<file path="config.mk">
export PLATFORM = sky130hd
export DESIGN_NAME = i2s_tx_top
export DESIGN_NICKNAME = d
export VERILOG_FILES = /design/src/rtl/i2s_tx_pkg.sv /design/src/rtl/i2s_tx_fifo.sv /design/src/rtl/i2s_tx_cfg.sv /design/src/rtl/i2s_tx_serdes.sv /design/src/rtl/i2s_tx_top.sv
export SDC_FILE = /design/constraint.sdc
export NUM_CORES = 1
export LEC_CHECK = 0
export BUFFER_PORTS_ARGS = -buffer_cell sky130_fd_sc_hd__buf_4
export CAP_MARGIN = 20
export CORE_MARGIN = 2
export CORE_UTILIZATION = 56
export DETAILED_ROUTE_END_ITERATION = 10
export HOLD_SLACK_MARGIN = 0.02
export PLACE_DENSITY = 0.87
export SYNTH_ARGS = -nofsm -noshare
export SYNTH_HDL_FRONTEND = slang
export SYNTH_SLANG_ARGS = --single-unit
</file>
<file path="constraint.sdc">
create_clock -name clk -period 9.3 [get_ports clk]
set_input_delay 1.86 -clock clk [delete_from_list [all_inputs] [get_ports clk]]
set_output_delay 1.86 -clock clk [all_outputs]
set_load 0.01 [all_outputs]
</file>
<file path="src/rtl/i2s_tx_pkg.sv">
package i2s_tx_pkg;

    localparam int SAMPLE_W = 24;

    localparam logic [2:0] A_CTRL  = 3'd0;
    localparam logic [2:0] A_ROOT  = 3'd1;
    localparam logic [2:0] A_BITS  = 3'd2;
    localparam logic [2:0] A_WIDTH = 3'd3;
    localparam logic [2:0] A_FMT   = 3'd4;
    localparam logic [2:0] A_FIFO  = 3'd5;

    localparam int CTRL_ACT   = 0;
    localparam int CTRL_PAUSE = 1;
    localparam int CTRL_UNDR  = 3;
    localparam int FIFO_FLUSH = 7;

    typedef enum logic [1:0] {FMT_I2S = 2'd0, FMT_LEFT = 2'd1, FMT_RIGHT = 2'd2} fmt_e;
    typedef enum logic [1:0] {RR_256, RR_384, RR_512, RR_768} root_e;
    typedef enum logic [1:0] {BR_16, BR_24, BR_32, BR_48} bck_e;
    typedef enum logic [1:0] {SW_8, SW_16, SW_24} width_e;

    typedef struct packed {
        root_e  root;
        bck_e   bck;
        width_e width;
        fmt_e   fmt;
        logic   inv;
    } cfg_t;

    typedef struct packed {
        logic ok;
        bck_e code;
    } bck_dec_t;

    typedef struct packed {
        logic   ok;
        width_e code;
    } width_dec_t;

    function automatic logic [9:0] root_val(root_e r);
        case (r)
            RR_384:  return 10'd384;
            RR_512:  return 10'd512;
            RR_768:  return 10'd768;
            default: return 10'd256;
        endcase
    endfunction

    function automatic root_e root_decode(logic [9:0] v);
        case (v)
            10'd384: return RR_384;
            10'd512: return RR_512;
            10'd768: return RR_768;
            default: return RR_256;
        endcase
    endfunction

    function automatic logic [5:0] bck_val(bck_e b);
        case (b)
            BR_16:   return 6'd16;
            BR_24:   return 6'd24;
            BR_48:   return 6'd48;
            default: return 6'd32;
        endcase
    endfunction

    function automatic bck_dec_t bck_decode(logic [5:0] v);
        case (v)
            6'd16:   return '{ok: 1'b1, code: BR_16};
            6'd24:   return '{ok: 1'b1, code: BR_24};
            6'd32:   return '{ok: 1'b1, code: BR_32};
            6'd48:   return '{ok: 1'b1, code: BR_48};
            default: return '{ok: 1'b0, code: BR_32};
        endcase
    endfunction

    function automatic logic [5:0] width_val(width_e w);
        case (w)
            SW_8:    return 6'd8;
            SW_24:   return 6'd24;
            default: return 6'd16;
        endcase
    endfunction

    function automatic width_dec_t width_decode(logic [5:0] v);
        case (v)
            6'd8:    return '{ok: 1'b1, code: SW_8};
            6'd16:   return '{ok: 1'b1, code: SW_16};
            6'd24:   return '{ok: 1'b1, code: SW_24};
            default: return '{ok: 1'b0, code: SW_16};
        endcase
    endfunction

    // Root strobes per half bit-clock period.
    function automatic logic [4:0] half_ticks(root_e r, bck_e b);
        return 5'(root_val(r) / (10'(bck_val(b)) << 1));
    endfunction

    // Data bit for slot position k; samples are right-aligned in s.
    function automatic logic bit_at(logic [SAMPLE_W-1:0] s, logic [5:0] w,
                                    logic [5:0] slot, logic [5:0] k, fmt_e f);
        int p;
        p = int'(k);
        if (f == FMT_RIGHT)
            p = int'(k) - (int'(slot) - int'(w));
        if (p >= 0 && p < int'(w))
            return s[5'(int'(w) - 1 - p)];
        return 1'b0;
    endfunction

    function automatic logic ws_level(logic right, fmt_e f, logic inv);
        return right ^ (f != FMT_I2S) ^ inv;
    endfunction

endpackage

</file>
<file path="src/rtl/i2s_tx_fifo.sv">
module i2s_tx_fifo #(
    parameter int DEPTH = 16,
    parameter int DW    = 24,
    localparam int AW   = (DEPTH > 1) ? $clog2(DEPTH) : 1,
    localparam int CW   = $clog2(DEPTH + 1)
) (
    input  logic          clk,
    input  logic          rst,
    input  logic          flush,
    input  logic          wr_en,
    input  logic [DW-1:0] wr_data,
    input  logic          rd_en,
    output logic [DW-1:0] rd_data,
    output logic [CW-1:0] count,
    output logic          full,
    output logic          empty
);
    logic [DW-1:0] mem [DEPTH];
    logic [AW-1:0] wr_ptr, rd_ptr;
    logic          do_wr, do_rd;

    assign full    = (count == CW'(DEPTH));
    assign empty   = (count == '0);
    assign do_wr   = wr_en && !full && !flush;
    assign do_rd   = rd_en && !empty && !flush;
    assign rd_data = mem[rd_ptr];

    function automatic logic [AW-1:0] step(logic [AW-1:0] p);
        return (p == AW'(DEPTH - 1)) ? '0 : p + AW'(1);
    endfunction

    always_ff @(posedge clk) begin
        if (do_wr)
            mem[wr_ptr] <= wr_data;
    end

    always_ff @(posedge clk) begin
        if (rst || flush) begin
            wr_ptr <= '0;
            rd_ptr <= '0;
            count  <= '0;
        end else begin
            if (do_wr)
                wr_ptr <= step(wr_ptr);
            if (do_rd)
                rd_ptr <= step(rd_ptr);
            count <= count + CW'(do_wr) - CW'(do_rd);
        end
    end
endmodule

</file>
<file path="src/rtl/i2s_tx_cfg.sv">
module i2s_tx_cfg
    import i2s_tx_pkg::*;
(
    input  logic        clk,
    input  logic        rst,
    input  logic        cfg_we,
    input  logic [2:0]  cfg_addr,
    input  logic [15:0] cfg_wdata,
    output logic [15:0] cfg_rdata,
    input  logic        fifo_full,
    input  logic [6:0]  fifo_level,
    input  logic        underrun_set,
    output cfg_t        cfg,
    output logic        run,
    output logic        flush,
    output logic        underrun
);
    logic       active, pause;
    bck_dec_t   bdec;
    width_dec_t wdec;
    logic       unused_bits;

    assign bdec        = bck_decode(cfg_wdata[5:0]);
    assign wdec        = width_decode(cfg_wdata[5:0]);
    assign run         = active && !pause;
    assign unused_bits = ^cfg_wdata[15:10];

    always_ff @(posedge clk) begin
        if (rst) begin
            cfg      <= '{root: RR_256, bck: BR_32, width: SW_16, fmt: FMT_I2S, inv: 1'b0};
            active   <= 1'b0;
            pause    <= 1'b0;
            flush    <= 1'b0;
            underrun <= 1'b0;
        end else begin
            if (underrun_set)
                underrun <= 1'b1;
            else if (cfg_we && cfg_addr == A_CTRL && cfg_wdata[CTRL_UNDR])
                underrun <= 1'b0;
            if (cfg_we) begin
                case (cfg_addr)
                    A_CTRL: begin
                        active <= cfg_wdata[CTRL_ACT];
                        pause  <= cfg_wdata[CTRL_PAUSE];
                    end
                    A_ROOT:  cfg.root <= root_decode(cfg_wdata[9:0]);
                    A_BITS:  if (bdec.ok) cfg.bck <= bdec.code;
                    A_WIDTH: if (wdec.ok) cfg.width <= wdec.code;
                    A_FMT: begin
                        if (cfg_wdata[1:0] != 2'd3) begin
                            cfg.fmt <= fmt_e'(cfg_wdata[1:0]);
                            cfg.inv <= cfg_wdata[2];
                        end
                    end
                    A_FIFO:  flush <= cfg_wdata[FIFO_FLUSH];
                    default: ;
                endcase
            end
        end
    end

    always_comb begin
        case (cfg_addr)
            A_CTRL:  cfg_rdata = {12'd0, underrun, fifo_full, pause, active};
            A_ROOT:  cfg_rdata = {6'd0, root_val(cfg.root)};
            A_BITS:  cfg_rdata = {10'd0, bck_val(cfg.bck)};
            A_WIDTH: cfg_rdata = {10'd0, width_val(cfg.width)};
            A_FMT:   cfg_rdata = {13'd0, cfg.inv, cfg.fmt};
            A_FIFO:  cfg_rdata = {1'b0, fifo_level, flush, 7'd0};
            default: cfg_rdata = 16'd0;
        endcase
    end
endmodule

</file>
<file path="src/rtl/i2s_tx_serdes.sv">
module i2s_tx_serdes
    import i2s_tx_pkg::*;
(
    input  logic                clk,
    input  logic                rst,
    input  logic                root_en,
    input  logic                run,
    input  cfg_t                cfg,
    input  logic                fifo_empty,
    input  logic [SAMPLE_W-1:0] fifo_data,
    output logic                fifo_pop,
    output logic                underrun_set,
    output logic                bclk_o,
    output logic                lrclk_o,
    output logic                sd_o
);
    logic [4:0]          hcnt, half;
    logic                phase;
    logic [5:0]          g, g_next, g_lead, nbits, nslot, nwidth, k_next;
    logic [SAMPLE_W-1:0] sample, smp_next;
    logic                last_half, advance, new_slot, chan_next, chan_lead, ws_chan;

    assign nbits     = bck_val(cfg.bck);
    assign nslot     = nbits >> 1;
    assign nwidth    = width_val(cfg.width);
    assign half      = half_ticks(cfg.root, cfg.bck);
    assign last_half = (hcnt == half - 5'd1);
    assign advance   = run && root_en && last_half && phase;

    assign g_next    = (g == nbits - 6'd1) ? 6'd0 : g + 6'd1;
    assign g_lead    = (g_next == nbits - 6'd1) ? 6'd0 : g_next + 6'd1;
    assign new_slot  = (g_next == 6'd0) || (g_next == nslot);
    assign chan_next = (g_next >= nslot);
    assign chan_lead = (g_lead >= nslot);
    assign ws_chan   = (cfg.fmt == FMT_I2S) ? chan_lead : chan_next;
    assign k_next    = chan_next ? g_next - nslot : g_next;

    assign fifo_pop     = advance && new_slot && !fifo_empty;
    assign underrun_set = advance && new_slot && fifo_empty;
    assign smp_next     = !new_slot ? sample : (fifo_empty ? '0 : fifo_data);

    always_ff @(posedge clk) begin
        if (rst) begin
            hcnt    <= '0;
            phase   <= 1'b1;
            g       <= '0;
            sample  <= '0;
            bclk_o  <= 1'b0;
            lrclk_o <= 1'b0;
            sd_o    <= 1'b0;
        end else if (!run) begin
            hcnt   <= half - 5'd1;
            phase  <= 1'b1;
            g      <= nbits - 6'd1;
            bclk_o <= 1'b0;
            sd_o   <= 1'b0;
        end else if (root_en) begin
            if (!last_half) begin
                hcnt <= hcnt + 5'd1;
            end else begin
                hcnt <= '0;
                if (!phase) begin
                    phase  <= 1'b1;
                    bclk_o <= 1'b1;
                end else begin
                    phase   <= 1'b0;
                    bclk_o  <= 1'b0;
                    g       <= g_next;
                    sample  <= smp_next;
                    sd_o    <= bit_at(smp_next, nwidth, nslot, k_next, cfg.fmt);
                    lrclk_o <= ws_level(ws_chan, cfg.fmt, cfg.inv);
                end
            end
        end
    end
endmodule

</file>
<file path="src/rtl/i2s_tx_top.sv">
module i2s_tx_top
    import i2s_tx_pkg::*;
#(
    parameter int FIFO_DEPTH = 16,
    localparam int CNT_W     = $clog2(FIFO_DEPTH + 1)
) (
    input  logic                clk,
    input  logic                rst,
    input  logic                root_en,
    input  logic                cfg_we,
    input  logic [2:0]          cfg_addr,
    input  logic [15:0]         cfg_wdata,
    output logic [15:0]         cfg_rdata,
    input  logic                smp_we,
    input  logic [SAMPLE_W-1:0] smp_data,
    output logic                bclk_o,
    output logic                lrclk_o,
    output logic                sd_o
);
    cfg_t                cfg;
    logic                run, flush, underrun, underrun_set;
    logic                fifo_pop, fifo_full, fifo_empty;
    logic [CNT_W-1:0]    fifo_count;
    logic [6:0]          fifo_level;
    logic [SAMPLE_W-1:0] fifo_data;

    assign fifo_level = 7'(fifo_count);

    i2s_tx_cfg u_cfg (
        .clk          (clk),
        .rst          (rst),
        .cfg_we       (cfg_we),
        .cfg_addr     (cfg_addr),
        .cfg_wdata    (cfg_wdata),
        .cfg_rdata    (cfg_rdata),
        .fifo_full    (fifo_full),
        .fifo_level   (fifo_level),
        .underrun_set (underrun_set),
        .cfg          (cfg),
        .run          (run),
        .flush        (flush),
        .underrun     (underrun)
    );

    i2s_tx_fifo #(.DEPTH(FIFO_DEPTH), .DW(SAMPLE_W)) u_fifo (
        .clk     (clk),
        .rst     (rst),
        .flush   (flush),
        .wr_en   (smp_we),
        .wr_data (smp_data),
        .rd_en   (fifo_pop),
        .rd_data (fifo_data),
        .count   (fifo_count),
        .full    (fifo_full),
        .empty   (fifo_empty)
    );

    i2s_tx_serdes u_ser (
        .clk          (clk),
        .rst          (rst),
        .root_en      (root_en),
        .run          (run),
        .cfg          (cfg),
        .fifo_empty   (fifo_empty),
        .fifo_data    (fifo_data),
        .fifo_pop     (fifo_pop),
        .underrun_set (underrun_set),
        .bclk_o       (bclk_o),
        .lrclk_o      (lrclk_o),
        .sd_o         (sd_o)
    );
endmodule

</file>
Yosys cells after proc, flatten, opt, wreduce, memory -nomap -nowiden
Memory sizes are Yosys's and may differ from the RTL's. A register that Yosys moved wholly into a read port is not among the register bits.
Index checks and enable logic that the tools add are counted.
{"block": "totals", "regBits": 65, "ramBits": 384, "n_memories": 1, "output_inout_bits": 19, "input_bits": 48}
{"name": "u_fifo.mem", "words": 16, "width": 24, "read_ports": 1, "rd_clocked_by_memory_dff": 1, "wr": 1, "line": "i2s_tx_fifo.sv:18", "rtl": "logic [DW-1:0] mem [DEPTH];"}
{"block": "op_classes", "eq_ne": 31, "muxes": 46, "n_reduce_logical": 39, "magnitude_cmp": 5, "addsub": 14, "div": 1, "bitwise_logic": 3}
{"op": "$mux 32", "n": 6}
{"op": "$pmux 13 s6", "n": 1}
{"op": "$mux 24", "n": 2}
{"op": "$mux 6", "n": 7}
{"op": "$ge 32x1->1 const B", "n": 1}
{"op": "$lt 32x6->1", "n": 1}
{"op": "$sub 7x32->32", "n": 1}
{"op": "$pmux 10 s3", "n": 1}
{"op": "$eq 10x10->1 const B", "n": 2}
{"op": "$pmux 6 s3", "n": 1}
{"op": "$mux 1", "n": 16}
{"op": "$mux 4", "n": 4}
{"op": "$mux 5", "n": 3}
{"op": "$reduce_and 3->1", "n": 5}
{"op": "$logic_and 1x1->1", "n": 14}
{"op": "$add 6x1->6 const B", "n": 2}
{"op": "$eq 6x5->1 const B", "n": 2}
{"op": "$eq 6x6->1", "n": 2}
{"op": "$eq 6x6->1 const B", "n": 2}
{"op": "$ge 6x5->1", "n": 2}
{"op": "$pmux 3 s4", "n": 1}
{"op": "$div 10x7->10", "n": 1}
{"op": "$eq 10x9->1 const B", "n": 1}
{"op": "$eq 2x2->1 const B", "n": 5}
{"op": "other kinds (36)", "n": 56}

Depth between registers and ports, before layout
{"block": "logic_depth", "depth_word": 23, "ltp_mapped": 53, "depth_no_buf": 48}

Cells and area by module
From an unflattened synthesis, not the netlist that was laid out.
{"block": "hier_totals", "cells_unflattened": 1365, "hier_area_um2": 20392.1}
{"mod": "i2s_tx_fifo", "instances": 1, "area_per_inst_um2": 15312.2, "cells_each": 700, "seq_area_each_um2": 11871.4}
{"mod": "i2s_tx_serdes", "instances": 1, "area_per_inst_um2": 4225.3, "cells_each": 558, "seq_area_each_um2": 780.7}
{"mod": "i2s_tx_cfg", "instances": 1, "area_per_inst_um2": 850.8, "cells_each": 106, "seq_area_each_um2": 260.2}
{"mod": "i2s_tx_top", "instances": 1, "area_per_inst_um2": 3.8, "cells_each": 1, "seq_area_each_um2": 0.0}

Worst setup path after synthesis
No wires, ideal clock.
{"block": "synth_timing", "kind": "register to register", "from": "register u_cfg.cfg[6] (netlist name)", "to": "register u_fifo.count[4]", "stages_incl_launch_ff": 50, "synth_period_minus_slack_ns": 9.555, "setup_slack_ns": -0.255, "t_arrival_ns": 9.425, "cell_sequence": "dfxtp_1 > ha_1 > buf_2 > and4bb_1 > xnor2_1 > inv_1 > ha_1 > or3_1 > nand4b_1 > o21ai_2 > ha_1 > a21oi_1 > nand2_1 > a211oi_1 > or2_2 > ha_1 > o21ai_0 > a21boi_2 > (+14 left out) > a2111oi_0 > xnor2_1 > xnor2_1 > nor2_1 > o211ai_4 > buf_2 > buf_2 > nor3_1 > ha_1 > inv_1 > ha_1 > inv_1 > fa_1 > inv_1 > a21oi_1 > nor2_1 > or3_1 > a21oi_1"}
{"block": "synth_between", "elab_chain_cells": 12}
{"item": "$eq 2x2->1, or another cell as far along", "line": "i2s_tx_pkg.sv:59", "rtl": "case (b)"}
{"item": "$pmux 6 s3 *", "line": "i2s_tx_pkg.sv:59"}
{"item": "$div 10x7->10 / $sub 6x1->6 (equally long branches)", "line": "i2s_tx_pkg.sv:96, i2s_tx_serdes.sv:30"}
{"item": "$sub 5x1->5 / $eq 6x6->1 (equally long branches)", "line": "i2s_tx_serdes.sv:27, i2s_tx_serdes.sv:30"}
{"item": "$eq 5x5->1 / $mux 6 (equally long branches)", "line": "i2s_tx_serdes.sv:27, i2s_tx_serdes.sv:30"}
{"item": "$logic_and 1x1->1, or another cell as far along", "line": "i2s_tx_serdes.sv:28", "rtl": "assign advance = run && root_en && last_half && phase;"}
{"item": "$logic_and 1x1->1 / $logic_or 1x1->1 (equally long branches)", "line": "i2s_tx_serdes.sv:28, i2s_tx_serdes.sv:32"}
{"item": "$logic_and 1x1->1 * (2 in series)", "line": "i2s_tx_serdes.sv:38", "rtl": "assign fifo_pop = advance && new_slot && !fifo_empty;"}
{"item": "$logic_and 1x1->1 * (2 in series)", "line": "i2s_tx_fifo.sv:25", "rtl": "assign do_rd = rd_en && !empty && !flush;"}
{"item": "$sub 5x1->5 *", "line": "i2s_tx_fifo.sv:47", "rtl": "count <= count + CW'(do_wr) - CW'(do_rd);"}
{"item": "end signal, assigned", "line": "i2s_tx_fifo.sv:47"}
{"item": "end, declared", "line": "i2s_tx_fifo.sv:14", "rtl": "output logic [CW-1:0] count,"}
Every way passes the cells marked *; elsewhere a longest branch is shown, timed or not.
A chain may end at the register's enable or synchronous reset.

Worst setup path after layout
{"block": "layout_timing", "from": "register u_cfg.cfg[5] (netlist name)", "to": "register u_fifo.count[4]"}
{"block": "layout_between", "elab_chain_cells": 12}
{"item": "$eq 2x2->1, or another cell as far along", "line": "i2s_tx_pkg.sv:59"}
{"item": "$pmux 6 s3 *", "line": "i2s_tx_pkg.sv:59"}
{"item": "$div 10x7->10 / $sub 6x1->6 (equally long branches)", "line": "i2s_tx_pkg.sv:96, i2s_tx_serdes.sv:30"}
{"item": "$sub 5x1->5 / $eq 6x6->1 (equally long branches)", "line": "i2s_tx_serdes.sv:27, i2s_tx_serdes.sv:30"}
{"item": "$eq 5x5->1 / $mux 6 (equally long branches)", "line": "i2s_tx_serdes.sv:27, i2s_tx_serdes.sv:30"}
{"item": "$logic_and 1x1->1, or another cell as far along", "line": "i2s_tx_serdes.sv:28"}
{"item": "$logic_and 1x1->1 / $logic_or 1x1->1 (equally long branches)", "line": "i2s_tx_serdes.sv:28, i2s_tx_serdes.sv:32"}
{"item": "$logic_and 1x1->1 * (2 in series)", "line": "i2s_tx_serdes.sv:38"}
{"item": "$logic_and 1x1->1 * (2 in series)", "line": "i2s_tx_fifo.sv:25"}
{"item": "$sub 5x1->5 *", "line": "i2s_tx_fifo.sv:47"}
Marks and branches as above.

==> results.cfg <==
[sta]
fin_crit_ns = 8.75
setup_viol = 0
setup-tns-final_ns = 0
hold_viol = 0
tightest_slew_ns = 1.00
fmax_ghz = 0.114
maxSlewHeadroom_pct = 33.2
worst_clock_skew_ns = 0.0346
holdWs_ns = 0.460
finalMaxSlewViolations = 0
finalCritPeriodShare_pct = 94.1

[synthesis]
synth_compound_area_share_pct = 7.12
seq_area_frac_synth_pct = 63.3
synth_seq_cells = 453
synth_flop_cell = edfxtp_1
synthMuxAreaShare_pct = 14.6
synth-edff-count = 384
syn_avg_cell_area_um2 = 15.2
synthSimpleGateAreaFrac_pct = 7.50
synthAdderAreaFrac_pct = 3.68
synth_xor_area_share_pct = 1.46
syn_area_um2 = 20400
ys_async_sr_fraction_pct = 0
syn_inst = 1340
synth_top_family_by_area = multiplexers
ys_types = 78
synth_warnings = 0

[setup_path]
cpPeakStageDelay_ns = 0.37
setup.worst_path.class = reg -> reg
r2r_slack_ns = 0.55
required_ns = 9.80
crit_arrival_ns = 9.26
worstPathMaxFanout = 7
cpMostUsedCell = ha_1
slowest_stage = dfxtp_2
startpoint = u_cfg.cfg[5]
worstSetupEndpointType = flop
r2r_start = u_cfg.cfg[5]
start_kind = flop
ff2ff_path_depth = 45
worstReg2RegEnd = u_fifo.count[4]

[floorplan]
dieArea_um2 = 38000
die_h_um = 195
core_um2 = 35700
ioPinCount = 67
fp.dieW_um = 195
start_util_pct = 57.1
row_count = 69

[clocking]
clkLatencyLatePin_ns = 0.57
htree_levels = 2
clock-root-buffer = clkbuf_16
clk_path_buf_depth = 3
cts.reportedPaths.clkPinSlew_ns = 0.07
clock-sinks = 453
cts.hold.buffers_added = 0
cts_made_buffers = 43
cts_tree = built

[drt]
num_vias = 12584
drt-total-wl_mm = 50.3
viasPerCell = 6.61
drt_first_pass_iters = 7
ant_nets = 0
initialDrtViolationCount = 1292
remaining_drc_errors = 0
wl_per_cell_um = 26.4

[worst_hold_path]
min_path_cells = 2
hp-class = reg -> reg
worstHoldStart = u_cfg.cfg[4]
whs_endpoint = u_cfg.cfg[4]

[placed_design]
gp_congestion = 0.876
hpwlAfterDp_mm = 27.9
placed_area_um2 = 21500
portBuffers = 56

[grt]
track_usage_pct = 26.8
grt_pass1_wl_mm = 76.1
grt_pass1_vias = 12619
overflow = 0
antenna_found_initial = 1
grt_max_degree = 62

[run_status]
status = finished, final reports clean

[layout]
finalInstanceArea_um2 = 23100
final_util_pct = 64.6
nets = 1517
syn_to_final_growth_pct = 13.0
drive_gt1_share_pct = 24.0

[power]
power_density_nw_per_um2 = 200
finalPower_uw = 4620
worst_ir_drop_vdd_v = 0.000217
leakage_uw = 0.00753

[job]
drv_cap = 0
-- kinds of logic after synthesis --
family          Yosys count
flops                   453
fa+ha+maj                57
buf+inv                 114
other cells               1
compound gates          224
simple gates            297
mux                     160
xor+xnor                 34
-- layout make-up --
class | instances | area [um^2]
antenna | 1 | 2.50
clock buffer | 46 | 1110
clock inverter | 29 | 347
fill | 2347 | 12700
inverter | 36 | 135
multi-input combinational | 776 | 7210
sequential | 453 | 12900
tap | 461 | 577
timing repair buffer | 102 | 773
-- per-layer routing --
metal  wire length, um  track usage (%)  vias to the layer above  share of wire (%)
met2             25400             45.4                      694                 50
met1             18700             34.2                     6315                 37
met3              4440             5.50                      141                8.8
met4              1790             10.2                        0                3.6
li1                  -                -                     5434                  -
met5                 0                0                        -                  0
-- sequential cells by signal, summed over array words and instances (netlist names), named ones only --
signal and count:
u_cfg.flush 1, u_cfg.underrun 1, u_cfg.active 1, u_ser.g 6, u_fifo.count 5, u_ser.bclk_o 1, u_ser.hcnt 5, u_ser.phase 1
u_fifo.mem 384, u_fifo.wr_ptr 4, u_fifo.rd_ptr 4, u_ser.sample 24, u_cfg.pause 1, u_ser.lrclk_o 1, u_ser.sd_o 1, u_cfg.cfg 9
-- timing repair --
action,in CTS,in global routing
cloned,0,0
setup endpoints to repair,1,34
buffers inserted,0,7
pin swaps,0,15
resized for setup,1,24
-- synthesized netlist by cell type, drive strengths merged, types with 3 or more instances --
cell type | count | area [um^2]
o311ai | 3 | 26.3
nand4 | 20 | 125
and4 | 5 | 43.8
o21ai | 55 | 279
o31ai | 5 | 51.3
fa | 5 | 100
xnor2 | 22 | 193
nor4 | 5 | 31.3
o21a | 5 | 37.5
mux4 | 110 | 2480
and2 | 8 | 50.1
mux2i | 43 | 430
mux2 | 7 | 78.8
buf | 35 | 183
a21oi | 72 | 360
o311a | 4 | 40.0
a21o | 8 | 60.1
xor2 | 12 | 105
nor3 | 25 | 130
nor2 | 79 | 304
nand3 | 22 | 110
edfxtp | 384 | 11500
inv | 36 | 135
o41ai | 4 | 35.0
or3 | 16 | 100
clkbuf | 43 | 161
ha | 52 | 651
nand2b | 15 | 93.8
a31oi | 4 | 25.0
nor2b | 15 | 93.8
a211o | 4 | 35.0
or4b | 4 | 40.0
dfxtp | 69 | 1380
a211oi | 20 | 155
nand2 | 58 | 218
and3 | 5 | 32.5
o22ai | 9 | 56.3
o31a | 3 | 26.3
or4 | 5 | 37.5
nor3b | 4 | 30.0
or2 | 4 | 25.0
o211ai | 6 | 63.8
-- per-stage QoR --
| step | setup slack [ns] | cells |
|---|---|---|
| after floorplan | 0.00482 | 1343 |
| after global placement | 0.215 | 1819 |
| after detailed placement | -0.0311 | 1819 |
| after CTS | 0.0269 | 1894 |
| after global routing | -0.0849 | 1903 |
| final | 0.547 | 1904 |
-- critical path: cells and delay by family (launching register included) --
kind                     cells  cell delay (ns)
adder cells (fa/ha/maj)     10             2.55
XOR/XNOR                     3             0.63
AO/OA/AOI/OAI               16             2.67
AND/OR/NAND/NOR             10             1.68
flip-flops                   1             0.37
buffers and inverters        5             0.43
multiplexers                 1             0.35
-- worst max-delay path by stage --
stage / end / slack, ns / depth (start not counted)
after floorplan: u_fifo.count[4] / 0.005 / 50
after global placement: u_fifo.count[4] / 0.21 / 44
after detailed placement: u_fifo.count[4] / -0.03 / 45
after CTS: u_fifo.count[4] / 0.03 / 45
after global routing: u_fifo.count[4] / -0.08 / 45
final: u_fifo.count[4] / 0.55 / 45
-- layout by cell type (no fill, tap or decap), types with 6 or more instances in the layout --
master and count:
edfxtp_1 384, mux4_2 110, buf_4 101, a21oi_1 70
dfxtp_1 64, nor2_1 63, nand2_1 58, o21ai_0 50
ha_1 45, clkbuf_16 44, mux2i_1 43, inv_1 36
nand3_1 22, xnor2_1 21, nand4_1 20, nor3_1 18
a211oi_1 17, or3_1 16, nor2b_1 15, nand2b_1 15
nor2_2 15, xor2_1 12, o22ai_1 9, a21o_1 8
and2_1 8, clkinv_2 8, nor3_2 7, mux2_2 7
bufinv_16 7, clkinv_1 6
-- power by group --
part | internal, uW | total [uW] | switching [uW] | leakage (uW)
logic | 181 | 506 | 324 | 0.00280
registers | 2260 | 2290 | 27.4 | 0.00403
clock network | 1060 | 1820 | 762 | 0.000709
total | 3500 | 4620 | 1110 | 0.00753
Note: power is estimated with default switching activity, not from simulation.
